File: src/rtl/pfc_pkg.sv
package pfc_pkg;
  localparam int HINT_W = 2;
  localparam int FLT_W  = 2;
  localparam int CODE_W = 4;

  typedef enum logic [FLT_W-1:0] {
    FLT_NONE    = 2'b00,
    FLT_UNIMPL  = 2'b01,
    FLT_ILLEGAL = 2'b10
  } flt_e;

  localparam logic [CODE_W-1:0] PF_FLT_CODE = 4'd4;

  typedef struct packed {
    logic pf;
    logic wb;
    flt_e ft;
  } decide_t;
endpackage

File: src/rtl/pfc_frame_chk.sv
module pfc_frame_chk #(
  parameter int IDX_W = 7
) (
  input  logic             postinc,
  input  logic [IDX_W-1:0] idx,
  input  logic [IDX_W-1:0] lo,
  input  logic [IDX_W-1:0] hi,
  output logic             illegal
);
  logic is_zero;
  logic out_of_frame;

  always_comb begin
    is_zero      = (idx == '0);
    out_of_frame = (idx < lo) || (idx > hi);
    illegal      = postinc && (is_zero || out_of_frame);
  end
endmodule

File: src/rtl/pfc_incr.sv
module pfc_incr #(
  parameter int DATA_W = 64,
  parameter int INC_W  = 9
) (
  input  logic [DATA_W-1:0] base,
  input  logic [INC_W-1:0]  inc,
  output logic [DATA_W-1:0] sum
);
  localparam int EXT_W = DATA_W - INC_W;
  logic [DATA_W-1:0] inc_ext;

  generate
    if (EXT_W > 0) begin : g_ext
      assign inc_ext = {{EXT_W{inc[INC_W-1]}}, inc};
    end else begin : g_trunc
      assign inc_ext = inc[DATA_W-1:0];
    end
  endgenerate

  assign sum = base + inc_ext;
endmodule

File: src/rtl/pfc_outcome.sv
module pfc_outcome
  import pfc_pkg::*;
(
  input  logic    faulting,
  input  logic    postinc,
  input  logic    addr_ok,
  input  logic    defer,
  input  logic    illegal,
  output decide_t dec
);
  always_comb begin
    dec.pf = 1'b0;
    dec.wb = 1'b0;
    dec.ft = FLT_NONE;
    if (illegal) begin
      dec.ft = FLT_ILLEGAL;
    end else if (faulting && defer) begin
      dec.wb = postinc;
    end else if (!addr_ok) begin
      if (faulting) begin
        dec.ft = FLT_UNIMPL;
      end else begin
        dec.wb = postinc;
      end
    end else begin
      dec.pf = 1'b1;
      dec.wb = postinc;
    end
  end
endmodule

File: src/rtl/prefetch_fault_ctl.sv
module prefetch_fault_ctl
  import pfc_pkg::*;
#(
  parameter int DATA_W = 64,
  parameter int IDX_W  = 7,
  parameter int INC_W  = 9
) (
  input  logic              clk,
  input  logic              rst_n,
  input  logic              in_valid,
  input  logic              in_faulting,
  input  logic              in_postinc,
  input  logic [IDX_W-1:0]  in_base_idx,
  input  logic [IDX_W-1:0]  frame_lo,
  input  logic [IDX_W-1:0]  frame_hi,
  input  logic              in_addr_ok,
  input  logic              in_defer,
  input  logic [HINT_W-1:0] in_hint,
  input  logic [DATA_W-1:0] in_base_val,
  input  logic [INC_W-1:0]  in_inc,
  output logic              pf_req,
  output logic [HINT_W-1:0] pf_hint,
  output logic [DATA_W-1:0] pf_addr,
  output logic              wb_en,
  output logic [IDX_W-1:0]  wb_idx,
  output logic [DATA_W-1:0] wb_val,
  output logic              flt_valid,
  output logic [FLT_W-1:0]  flt_type,
  output logic              flt_na,
  output logic [CODE_W-1:0] flt_code
);
  logic              illegal;
  logic [DATA_W-1:0] sum;
  decide_t           dec;

  logic              pf_req_d, wb_en_d, flt_valid_d, flt_na_d;
  logic [FLT_W-1:0]  flt_type_d;
  logic [CODE_W-1:0] flt_code_d;
  logic              data_en;

  pfc_frame_chk #(.IDX_W(IDX_W)) u_frame (
    .postinc (in_postinc),
    .idx     (in_base_idx),
    .lo      (frame_lo),
    .hi      (frame_hi),
    .illegal (illegal)
  );

  pfc_incr #(.DATA_W(DATA_W), .INC_W(INC_W)) u_incr (
    .base (in_base_val),
    .inc  (in_inc),
    .sum  (sum)
  );

  pfc_outcome u_outcome (
    .faulting (in_faulting),
    .postinc  (in_postinc),
    .addr_ok  (in_addr_ok),
    .defer    (in_defer),
    .illegal  (illegal),
    .dec      (dec)
  );

  always_comb begin
    data_en     = in_valid;
    pf_req_d    = in_valid && dec.pf;
    wb_en_d     = in_valid && dec.wb;
    flt_valid_d = in_valid && (dec.ft != FLT_NONE);
    flt_type_d  = in_valid ? dec.ft : FLT_NONE;
    flt_na_d    = in_valid && (dec.ft == FLT_UNIMPL);
    flt_code_d  = flt_na_d ? PF_FLT_CODE : '0;
  end

  always_ff @(posedge clk or negedge rst_n) begin
    if (!rst_n) begin
      pf_req    <= 1'b0;
      wb_en     <= 1'b0;
      flt_valid <= 1'b0;
      flt_type  <= FLT_NONE;
      flt_na    <= 1'b0;
      flt_code  <= '0;
    end else begin
      pf_req    <= pf_req_d;
      wb_en     <= wb_en_d;
      flt_valid <= flt_valid_d;
      flt_type  <= flt_type_d;
      flt_na    <= flt_na_d;
      flt_code  <= flt_code_d;
    end
  end

  always_ff @(posedge clk or negedge rst_n) begin
    if (!rst_n) begin
      pf_hint <= '0;
      pf_addr <= '0;
      wb_idx  <= '0;
      wb_val  <= '0;
    end else if (data_en) begin
      pf_hint <= in_hint;
      pf_addr <= in_base_val;
      wb_idx  <= in_base_idx;
      wb_val  <= sum;
    end
  end
endmodule

File: config.mk
export PLATFORM = sky130hd
export DESIGN_NAME = prefetch_fault_ctl
export DESIGN_NICKNAME = d
export VERILOG_FILES = /design/src/rtl/pfc_pkg.sv /design/src/rtl/pfc_frame_chk.sv /design/src/rtl/pfc_incr.sv /design/src/rtl/pfc_outcome.sv /design/src/rtl/prefetch_fault_ctl.sv
export SDC_FILE = /design/constraint.sdc
export NUM_CORES = 1
export LEC_CHECK = 0
export ABC_CLOCK_PERIOD_IN_PS = 1000
export BUFFER_PORTS_ARGS = -buffer_cell sky130_fd_sc_hd__buf_2
export CAP_MARGIN = 0
export CORE_ASPECT_RATIO = 1.1
export CORE_MARGIN = 2
export CORE_UTILIZATION = 54
export CTS_CLUSTER_DIAMETER = 40
export DETAILED_ROUTE_END_ITERATION = 6
export GPL_ROUTABILITY_DRIVEN = 0
export PLACE_DENSITY = 0.85
export SLEW_MARGIN = 20
export SYNTH_ARGS = -nofsm -noshare
export SYNTH_HDL_FRONTEND = slang
export SYNTH_SLANG_ARGS = --single-unit
export TNS_END_PERCENT = 30
File: constraint.sdc
create_clock -name clk -period 1 [get_ports clk]
set_input_delay 0.05 -clock clk [delete_from_list [all_inputs] [get_ports clk]]
set_output_delay 0.05 -clock clk [all_outputs]
set_load 0.01 [all_outputs]
==> results of run 1 <==
metal layers:
| metal | overflow | GRT usage |
|---|---|---|
| met5 | 0 | 0.1120 |
| met4 | 41 | 0.7660 |
| met3 | 4 | 0.5570 |
| met2 | 41 | 0.9263 |
| met1 | 0 | 0.7257 |
stage by stage:
stage	worst slack (ps)	util	cells	TNS [ps]	hold slack [ps]
after floorplan	-1366	-	950	-66570	-245.6
after global placement	-1738	0.7631	1644	-87830	-111.3
after detailed placement	-1794	0.7631	1644	-91900	-111.6
after CTS	-1269	0.8935	1773	-59870	2.979
logic make-up after synthesis:
group	share of synthesized area
AOI/OAI and AO/OA	0.1884
xor gates and xnor gates	0.05492
adders and majority gates	0.1015
buffers and inverters	0.03701
DFF	0.3714
muxes	0.1471
other	0.0003919
and+or+nand+nor	0.09925
what timing repair did:
item                       CTS
pin swaps                   56
setup endpoints to repair  174
hold endpoints to repair   214
hold buffers                74
buffers inserted            29
resized for setup          152
==> results by group, run 1 <==
Clocking
  – H-tree depth: 4
  – Clk sinks: 142
  – CTS max path bufs: 2
  – Cts bufs inserted: 17
  – Root buffer cell: clkbuf_16

Global routing
  – Total track usage: 0.7361
  – Grt total ovfl: 86
  – Pin count of the biggest net entering global routing: 65

Status
  – Log Error: [ERROR GRT-0232] Routing congestion too high. Check the congestion heatmap in the GUI.
  – Last stage: 5_1_grt
  – Outcome: did not finish

Die
  – I/O pin cnt: 250
  – Row cnt: 51
  – Die Ht: 143.6 um
  – Die Width: 130.9 um
  – Initial Utilization: 0.5452

Yosys
  – Synth top area share: 0.3714
  – Count leader, synth: dfrtp_1
  – FFs w/ async S/R, synth: 1.000
  – Post-synth EDFFs: 0
  – Cells after Synth: 948
  – Synth cell types: 73
  – Cell Area, Synth: 0.009568 mm2
  – Ys Warns: 0
  – Avg Inst Size Synth: 10.09 um2
  – Most frequent cells after synthesis: 142 x dfrtp_1, 125 x mux2_2, 90 x a21oi_1
  – Seq cells post-synth: 142
  – Most used DFF post-synth: dfrtp_1
  – Biggest area consumer among synthesized cells: dfrtp_1
  – Synth area leaders: dfrtp_1 37%, mux2_2 15%, ha_1 9.9%
  – Post-synthesis sequential area ratio: 0.3714

Placement
  – Placed inst area: 0.01339 mm2
  – Port Buf Inserts: 246
  – HPWL after detailed placement: 23750 um

STA
  – Worst endpoint type: register data pin
  – GR repair worst EP: wb_val[48]$_DFFE_PN0P_/D
==> run 2: changes to the inputs <==
Settings changed: CORE_ASPECT_RATIO 1.1 to default, CORE_UTILIZATION 54 to 40, CTS_CLUSTER_DIAMETER 40 to default, PLACE_DENSITY 0.85 to default, PLACE_DENSITY_LB_ADDON from default to 0.15.
==> run 2 against run 1 <==
  * Synthesized cell count did not move
  * Synthesized area did not move
  * The flow now finishes, with violations (negative setup slack)
==> results by group, run 2 <==
Status
  – Outcome: finished with violations
  – Failing checks: negative setup slack

Yosys
  – Avg Inst Size Synth: 10.09 um2 (unchanged)
  – Ys Warns: 0 (unchanged)
  – Synth top area share: 0.3714 (unchanged)
  – Cells after Synth: 948 (unchanged)
  – Synth cell types: 73 (unchanged)
  – Biggest area consumer among synthesized cells: dfrtp_1
  – Cell Area, Synth: 0.009568 mm2 (unchanged)
  – Most frequent cells after synthesis: 142 x dfrtp_1, 125 x mux2_2, 90 x a21oi_1
  – Post-synthesis sequential area ratio: 0.3714 (unchanged)
  – Count leader, synth: dfrtp_1
  – Synth area leaders: dfrtp_1 37%, mux2_2 15%, ha_1 9.9%
  – Seq cells post-synth: 142 (unchanged)
  – FFs w/ async S/R, synth: 1.000 (unchanged)
  – Most used DFF post-synth: dfrtp_1
  – Post-synth EDFFs: 0 (unchanged)

STA
  – Hold Fails Final Rpt: 0
  – Fmax: 413.3 MHz
  – Final setup violating endpoints: 133
  – Tcrit/Tclk final: 2.419
  – Final Max Slew Viols: 0
  – Tmin final: 2419 ps
  – Worst hold slack: 30.18 ps
  – Fin worst setup slack: -1419 ps
  – Worst Skew: 0 ps
  – RSZ-0062 raised after global routing: yes

Worst setup path
  – Arrival @ worst endpoint: 2740 ps
  – Setup crit start kind: input port
  – CP peak stage delay: 400 ps
  – Crit-path leading delay family: compound AO/OA/AOI/OAI gates
  – WP data required: 1320 ps
  – CP max-delay cell: a41oi_4
  – CP Max Fanout: 6
  – Worst Path Class, Setup: input port to flip-flop
  – WP buf/inv: 5
  – Critical path, cell by cell: buf_12 > buf_12 > ha_4 > buf_4 > buf_6 > a21oi_4 > o21ai_2 > or3_4 > o21ai_4 > a21oi_4 > a41oi_4 > buf_6 > o31ai_4 > xor2_1 > mux2_2
  – Crit end category: flip-flop

Die
  – Die area: 0.02517 mm2
  – Core area: 0.02347 mm2
  – Die Width: 158.7 um (+21%)
  – I/O pin cnt: 250 (unchanged)
  – Die Ht: 158.7 um (+10%)
  – Initial Utilization: 0.4076 (-0.1376)
  – Row cnt: 56 (+9.8%)

Routing
  – WL met1: 14560 um
  – Drt initial violations: 496
  – Final WL: 33330 um
  – Met3 routed WL: 1678 um
  – Met2 Routed Length: 16270 um
  – Antenna-violating nets left: 0
  – DR top layer: met4
  – First-pass DRT Iterations: 5
  – DR vias/cell: 5.256
  – Post-route DRC: 0
  – Via Count: 9981
  – Routed len/inst: 17.55 um

Min path
  – Worst min path class: input port to async pin

Global routing
  – Antenna violations before repair: 1
  – Pin count of the biggest net entering global routing: 45
  – Grt total ovfl: 0
  – Vias in the first global route: 10080
  – Total track usage: 0.2575
  – First-pass GRT wire length: 51170 um

Cells and area
  – Biggest regs: pf_addr (64), wb_val (64), wb_idx (7)
  – Filler cell count: 1653
  – Area occupied by registers: 0.003553 mm2
  – Commonest cells after routing, fill and taps aside: 271 x buf_4, 203 x buf_2, 142 x dfrtp_1
  – Layout area overhead: 76.30%
  – Area occupied by multi-input gates: 0.007173 mm2
  – Layout Cells excl Fill: 1899
  – Leading cell type in the layout, fill and taps excluded: buf_4
  – Layout net count: 1746
  – Share of layout cells above drive strength 1: 0.5814

Clocking
  – CTS tree: built
  – Root buffer cell: clkbuf_16
  – CTS max path bufs: 2 (unchanged)
  – Clock transition at path regs: 70 ps
  – Clock Latency Late Sink: 430 ps
  – Clk sinks: 142 (unchanged)
  – H-tree depth: 4 (unchanged)
  – Cts bufs inserted: 17 (unchanged)

Placement
  – Placed cells: 1732 (+5.4%)
  – Pre-CTS setup slack: -1867 ps (-73.22 ps)
  – HPWL after detailed placement: 23050 um (-2.9%)
  – Port Buf Inserts: 246 (unchanged)

Pwr
  – Power per cell area: 1393 mW/mm2
  – Static Leakage: 7.782 nW
  – Worst vdd ir: 1.096 mV

Job
  – Maxcap violations: 0
-- run 2: report_power, final --
group,total [mW],internal [mW],switching (mW)
clock network,6.20,3.44,2.76
logic,10.0,5.42,4.57
registers,7.30,6.72,0.585
-- run 2: cell type report --
cell class	count	share of cell area
antenna	1	0.0001483
clock buffer	20	0.02589
clock inverter	12	0.006750
inverter	34	0.007862
multi-input combinational	726	0.4252
sequential	142	0.2107
tap	319	0.02366
timing repair buffer	645	0.2998
-- run 2: final timing paths --
| path | from | to | slack, ps | cells after the start |
|---|---|---|---|---|
| worst max-delay path | in_inc[8] | wb_val[62] | -1420 | 15 |
| worst min-delay path | rst_n | pf_addr[14] | 30 | 2 |
| worst max register to register | wb_val[60] | wb_val[60] | 60 | 2 |
| worst min register to register | wb_val[5] | wb_val[5] | 490 | 2 |
| max in group asynchronous | rst_n | wb_val[54] | 450 | 3 |
| min in group clk | in_valid | wb_val[60] | 30 | 4 |
-- run 2: timing repair --
item / 4_1_cts / 5_1_grt
endpoints found under the setup margin: 188 / 204
pin swaps: 90 / 58
cloned: 4 / 0
gates resized for setup: 175 / 121
buffers inserted: 30 / 24
hold buffers: 79 / 0
hold endpoints to repair: 219 / 0
-- run 2: per-stage QoR --
stage | TNS, ps | instance area (um2) | total power, mW | utilization
after detailed placement | -92170 | 13540 | 15.19 | 0.5769
after global placement | -90720 | 13540 | 15.05 | 0.5769
after floorplan | -66570 | 10110 | 11.46 | -
after global routing | -70040 | 16870 | 24.67 | 0.7187
final | -62680 | 16870 | 23.50 | 0.7187
after CTS | -59840 | 16100 | 22.69 | 0.6858
-- run 2: kinds of logic (layout without fill, tap and decap cells) --
logic type / Yosys count / in the layout / share of synthesized area
xor gates and xnor gates: 60 / 60 / 0.05492
adders and majority gates: 77 / 77 / 0.1015
DFF: 142 / 142 / 0.3714
muxes: 125 / 125 / 0.1471
buffers and inverters: 82 / 711 / 0.03701
AOI/OAI and AO/OA: 266 / 266 / 0.1884
other: 1 / 4 / 0.0003919
and+or+nand+nor: 195 / 195 / 0.09925
-- run 2: metal layers --
| layer | vias up | track usage |
|---|---|---|
| li1 | 4751 | - |
| met5 | - | 0 |
| met4 | 0 | 0.08580 |
| met2 | 313 | 0.4416 |
| met1 | 4860 | 0.3317 |
| met3 | 57 | 0.04001 |
Note: power is estimated with default switching activity, not from simulation.
==> run 3: changes to the inputs <==
--- a/config.mk
+++ b/config.mk
@@ -6,4 +6,5 @@
 export NUM_CORES = 1
 export LEC_CHECK = 0
+export ABC_AREA = 1
 export ABC_CLOCK_PERIOD_IN_PS = 1000
 export BUFFER_PORTS_ARGS = -buffer_cell sky130_fd_sc_hd__buf_2
==> constraint.sdc (replaced) <==
create_clock -name clk -period 1 [get_ports clk]
set_input_delay 0.2 -clock clk [delete_from_list [all_inputs] [get_ports clk]]
set_output_delay 0.2 -clock clk [all_outputs]
set_load 0.01 [all_outputs]
==> run 3 against run 2 <==
  * The flow still finishes with violations (negative setup slack)
  * Register-to-register slack better by 170 ps
  * Sequential power down 4.9%
  * Critical path type unchanged
  * Synthesized area up 19%
  * Sequential share of layout area down 2.2 points
  * Routed wire length up 33%
  * Clock skew unchanged
  * Via count up 35%
  * Core utilization down 4.5 points
  * Critical endpoint is now wb_val[59]
  * Non-clock buffer count down 187
  * Cell count up 42%
  * First-iteration DRC count up 98%
==> results by group, run 3 <==
Status
  – Outcome: finished with violations
  – Failing checks: negative setup slack

Clocking
  – Clock Latency Late Sink: 440 ps (about the same)
  – Clk sinks: 142 (unchanged)
  – Cts bufs inserted: 17 (unchanged)
  – CTS tree: built
  – Root buffer cell: clkbuf_16
  – CTS max path bufs: 2 (unchanged)
  – H-tree depth: 4 (unchanged)
  – Clock transition at path regs: 60 ps (about the same)

STA
  – Slew HR: 0.6491
  – Worst Skew: 0 ps (unchanged)
  – Tcrit/Tclk final: 1.669 (-0.7510)
  – Fmax: 599.3 MHz (+45%)
  – RSZ-0062 raised after global routing: yes
  – Tmin final: 1669 ps (-751.0 ps)
  – Final setup violating endpoints: 210 (+58%)
  – Setup TNS: -54130 ps (+8552 ps)
  – Hold Fails Final Rpt: 0 (unchanged)
  – Tightest Pin Transition: 526.3 ps
  – Fin worst setup slack: -668.5 ps (+751.0 ps)
  – Worst hold slack: 13.15 ps (-17.02 ps)
  – Final Max Slew Viols: 0 (unchanged)

Worst setup path
  – Arrival @ worst endpoint: 2000 ps (-740 ps)
  – CP peak stage delay: 320 ps (-80 ps)
  – Worst Path Class, Setup: input port to flip-flop
  – Crit end category: flip-flop
  – WP data required: 1330 ps (about the same)
  – Crit Reg-Reg Endpoint: wb_val[49]
  – CP max-delay cell: ha_4
  – Setup crit start kind: input port
  – Critical R2R Launch: wb_val[49]
  – Most common cell on crit path: nand2_1
  – WP buf/inv: 2 (-3)
  – R2R depth: 3 (+1)
  – Critical path, cell by cell: buf_16 > buf_12 > ha_4 > nand2_4 > nor2_2 > nand2_1 > nor2_2 > o21ai_4 > nand2_4 > nand2_1 > nand2_1 > nand2_1 > nand3_1 > nand2_1
  – Setup slack, reg-to-reg: 230 ps (+170 ps)
  – Crit-path leading delay family: simple AND/OR/NAND/NOR gates
  – CP Max Fanout: 6 (unchanged)

Die
  – Die Width: 172.9 um (+9.0%)
  – Die Ht: 172.9 um (+9.0%)
  – I/O pin cnt: 250 (unchanged)
  – Core area: 0.02793 mm2 (+19%)
  – Row cnt: 61 (+8.9%)
  – Initial Utilization: 0.4086 (+0.001004)
  – Die area: 0.02990 mm2 (+19%)

Min path
  – Hold path depth: 3
  – Worst min-delay path endpoint: pf_addr[15]
  – HP Start: in_base_val[15]
  – Worst min path class: input port to flip-flop

Global routing
  – Total track usage: 0.2789 (+0.02137)
  – Pin count of the biggest net entering global routing: 50 (+11%)
  – Vias in the first global route: 12730 (+26%)
  – Antenna violations before repair: 0 (-1)
  – Grt total ovfl: 0 (unchanged)
  – First-pass GRT wire length: 66890 um (+31%)

Pwr
  – Power per cell area: 1228 mW/mm2 (-12%)
  – Worst vdd ir: 0.7539 mV (-31%)
  – Static Leakage: 10.29 nW (+32%)

Yosys
  – Synth area leaders: dfrtp_1 31%, nand2_1 30%, inv_1 11%
  – Seq cells post-synth: 142 (unchanged)
  – Most frequent cells after synthesis: 902 x nand2_1, 324 x inv_1, 142 x dfrtp_1
  – Cell Area, Synth: 0.01141 mm2 (+19%)
  – Cells after Synth: 1874 (+98%)
  – Post-synthesis sequential area ratio: 0.3113 (-0.06009)
  – Synth top area share: 0.3113 (-0.06009)
  – Most used DFF post-synth: dfrtp_1
  – Post-synth EDFFs: 0 (unchanged)
  – Ys Warns: 0 (unchanged)
  – Count leader, synth: nand2_1
  – Avg Inst Size Synth: 6.091 um2 (-40%)
  – Synth cell types: 35 (-52%)
  – Biggest area consumer among synthesized cells: dfrtp_1
  – FFs w/ async S/R, synth: 1.000 (unchanged)

Routing
  – Final WL: 44230 um (+33%)
  – Drt initial violations: 980 (+98%)
  – Post-route DRC: 0 (unchanged)
  – First-pass DRT Iterations: 6 (+1)
  – Routed len/inst: 16.34 um (-6.9%)
  – DR vias/cell: 4.967 (-5.5%)
  – Via Count: 13440 (+35%)
  – Antenna-violating nets left: 0 (unchanged)

Cells and area
  – Filler cell count: 2254 (+36%)
  – Biggest regs: pf_addr (64), wb_val (64), wb_idx (7)
  – Final Util: 0.6740 (-0.04465)
  – Leading cell type in the layout, fill and taps excluded: nand2_1
  – Layout net count: 2498 (+43%)
  – Diodes inserted: 0 (-1)
  – Layout area overhead: 64.95%
  – Commonest cells after routing, fill and taps aside: 671 x nand2_1, 263 x inv_1, 219 x buf_2
  – Share of layout cells above drive strength 1: 0.4532 (-0.1282)

Placement
  – Port Buf Inserts: 246 (unchanged)
  – HPWL after detailed placement: 31780 um (+38%)
  – Pre-CTS setup slack: -1372 ps (+495.3 ps)

Job
  – Maxcap violations: 0 (unchanged)
## run 3: cell types whose count changed after synthesis, sizes merged, moves of 13 or more
cell | before | now
nand2 | 65 | 918
inv | 33 | 330
mux2 | 125 | 0
nor2 | 36 | 120
nand3 | 19 | 88
a21oi | 92 | 48
a21o | 33 | 0
xor2 | 20 | 2
xnor2 | 40 | 26
o21a | 13 | 0
## run 3: kinds of logic (layout without fill, tap and decap cells)
kind of cell / after synthesis / in the layout / synth area share
adder cells (fa/ha/maj): 77 / 77 / 0.08506
XOR/XNOR: 28 / 28 / 0.02148
flip-flops: 142 / 142 / 0.3113
AND/OR/NAND/NOR: 1169 / 1169 / 0.4184
other: 1 / 3 / 0.0003285
buffers and inverters: 366 / 818 / 0.1222
AO/OA/AOI/OAI: 91 / 91 / 0.04121
## run 3: how the worst max path moves through the flow
stage | startpoint | to | slack [ps] | cells past startpoint
floorplan | in_base_val[0] | wb_val[48] | -640 | 14
global placement | in_inc[8] | wb_val[61] | -1370 | 14
detailed placement | in_inc[8] | wb_val[61] | -1370 | 14
CTS | in_inc[8] | wb_val[42] | -570 | 15
global route | in_inc[8] | wb_val[51] | -740 | 15
finish | in_inc[8] | wb_val[59] | -670 | 14
## run 3: worst register-to-register path: stages, from the launching register on
cell     delay, ps
dfrtp_1        420
buf_4          150
nand2_1         50
nand2_1         50
## run 3: layer usage
metal | part of all wire | GRT usage | vias up
met5 | 0 | 0 | -
met4 | 0.036 | 0.09181 | 0
met3 | 0.073 | 0.04705 | 107
met2 | 0.45 | 0.4462 | 533
met1 | 0.44 | 0.3835 | 6269
li1 | - | - | 6532
## run 3: final cells by class
type,instances,area [um2],area share
Timing Repair Buffer,458,3496,0.1857
Sequential cell,142,3555,0.1888
Clock inverter,10,118.9,0.006313
Multi-Input combinational cell,1368,9488,0.5039
Inverter,331,1255,0.06665
Tap cell,378,473.0,0.02512
Clock buffer,19,442.9,0.02352
## run 3: per-stage QoR
stage               instances  cell area [um2]  total power, mW
global placement         2618            15240            14.44
floorplan                1876            12360            11.15
CTS                      2683            17730            22.21
detailed placement       2618            15240            14.52
finish                   2706            18830            23.13
global route             2706            18830            24.35
## run 3: power by group
group	switching, mW	total, mW	internal [mW]	leakage, nW
Sequential	0.452	6.94	6.49	1.73
Clock	2.63	6.32	3.69	0.267
Combinational	5.55	9.87	4.31	8.30
## run 3: timing repair
item	CTS	global route
buffers inserted	32	25
endpoints found under the setup margin	209	211
endpoints found under the hold margin	147	0
cloned	5	2
pin swaps	167	154
hold buffers	6	0
resized for setup	409	239
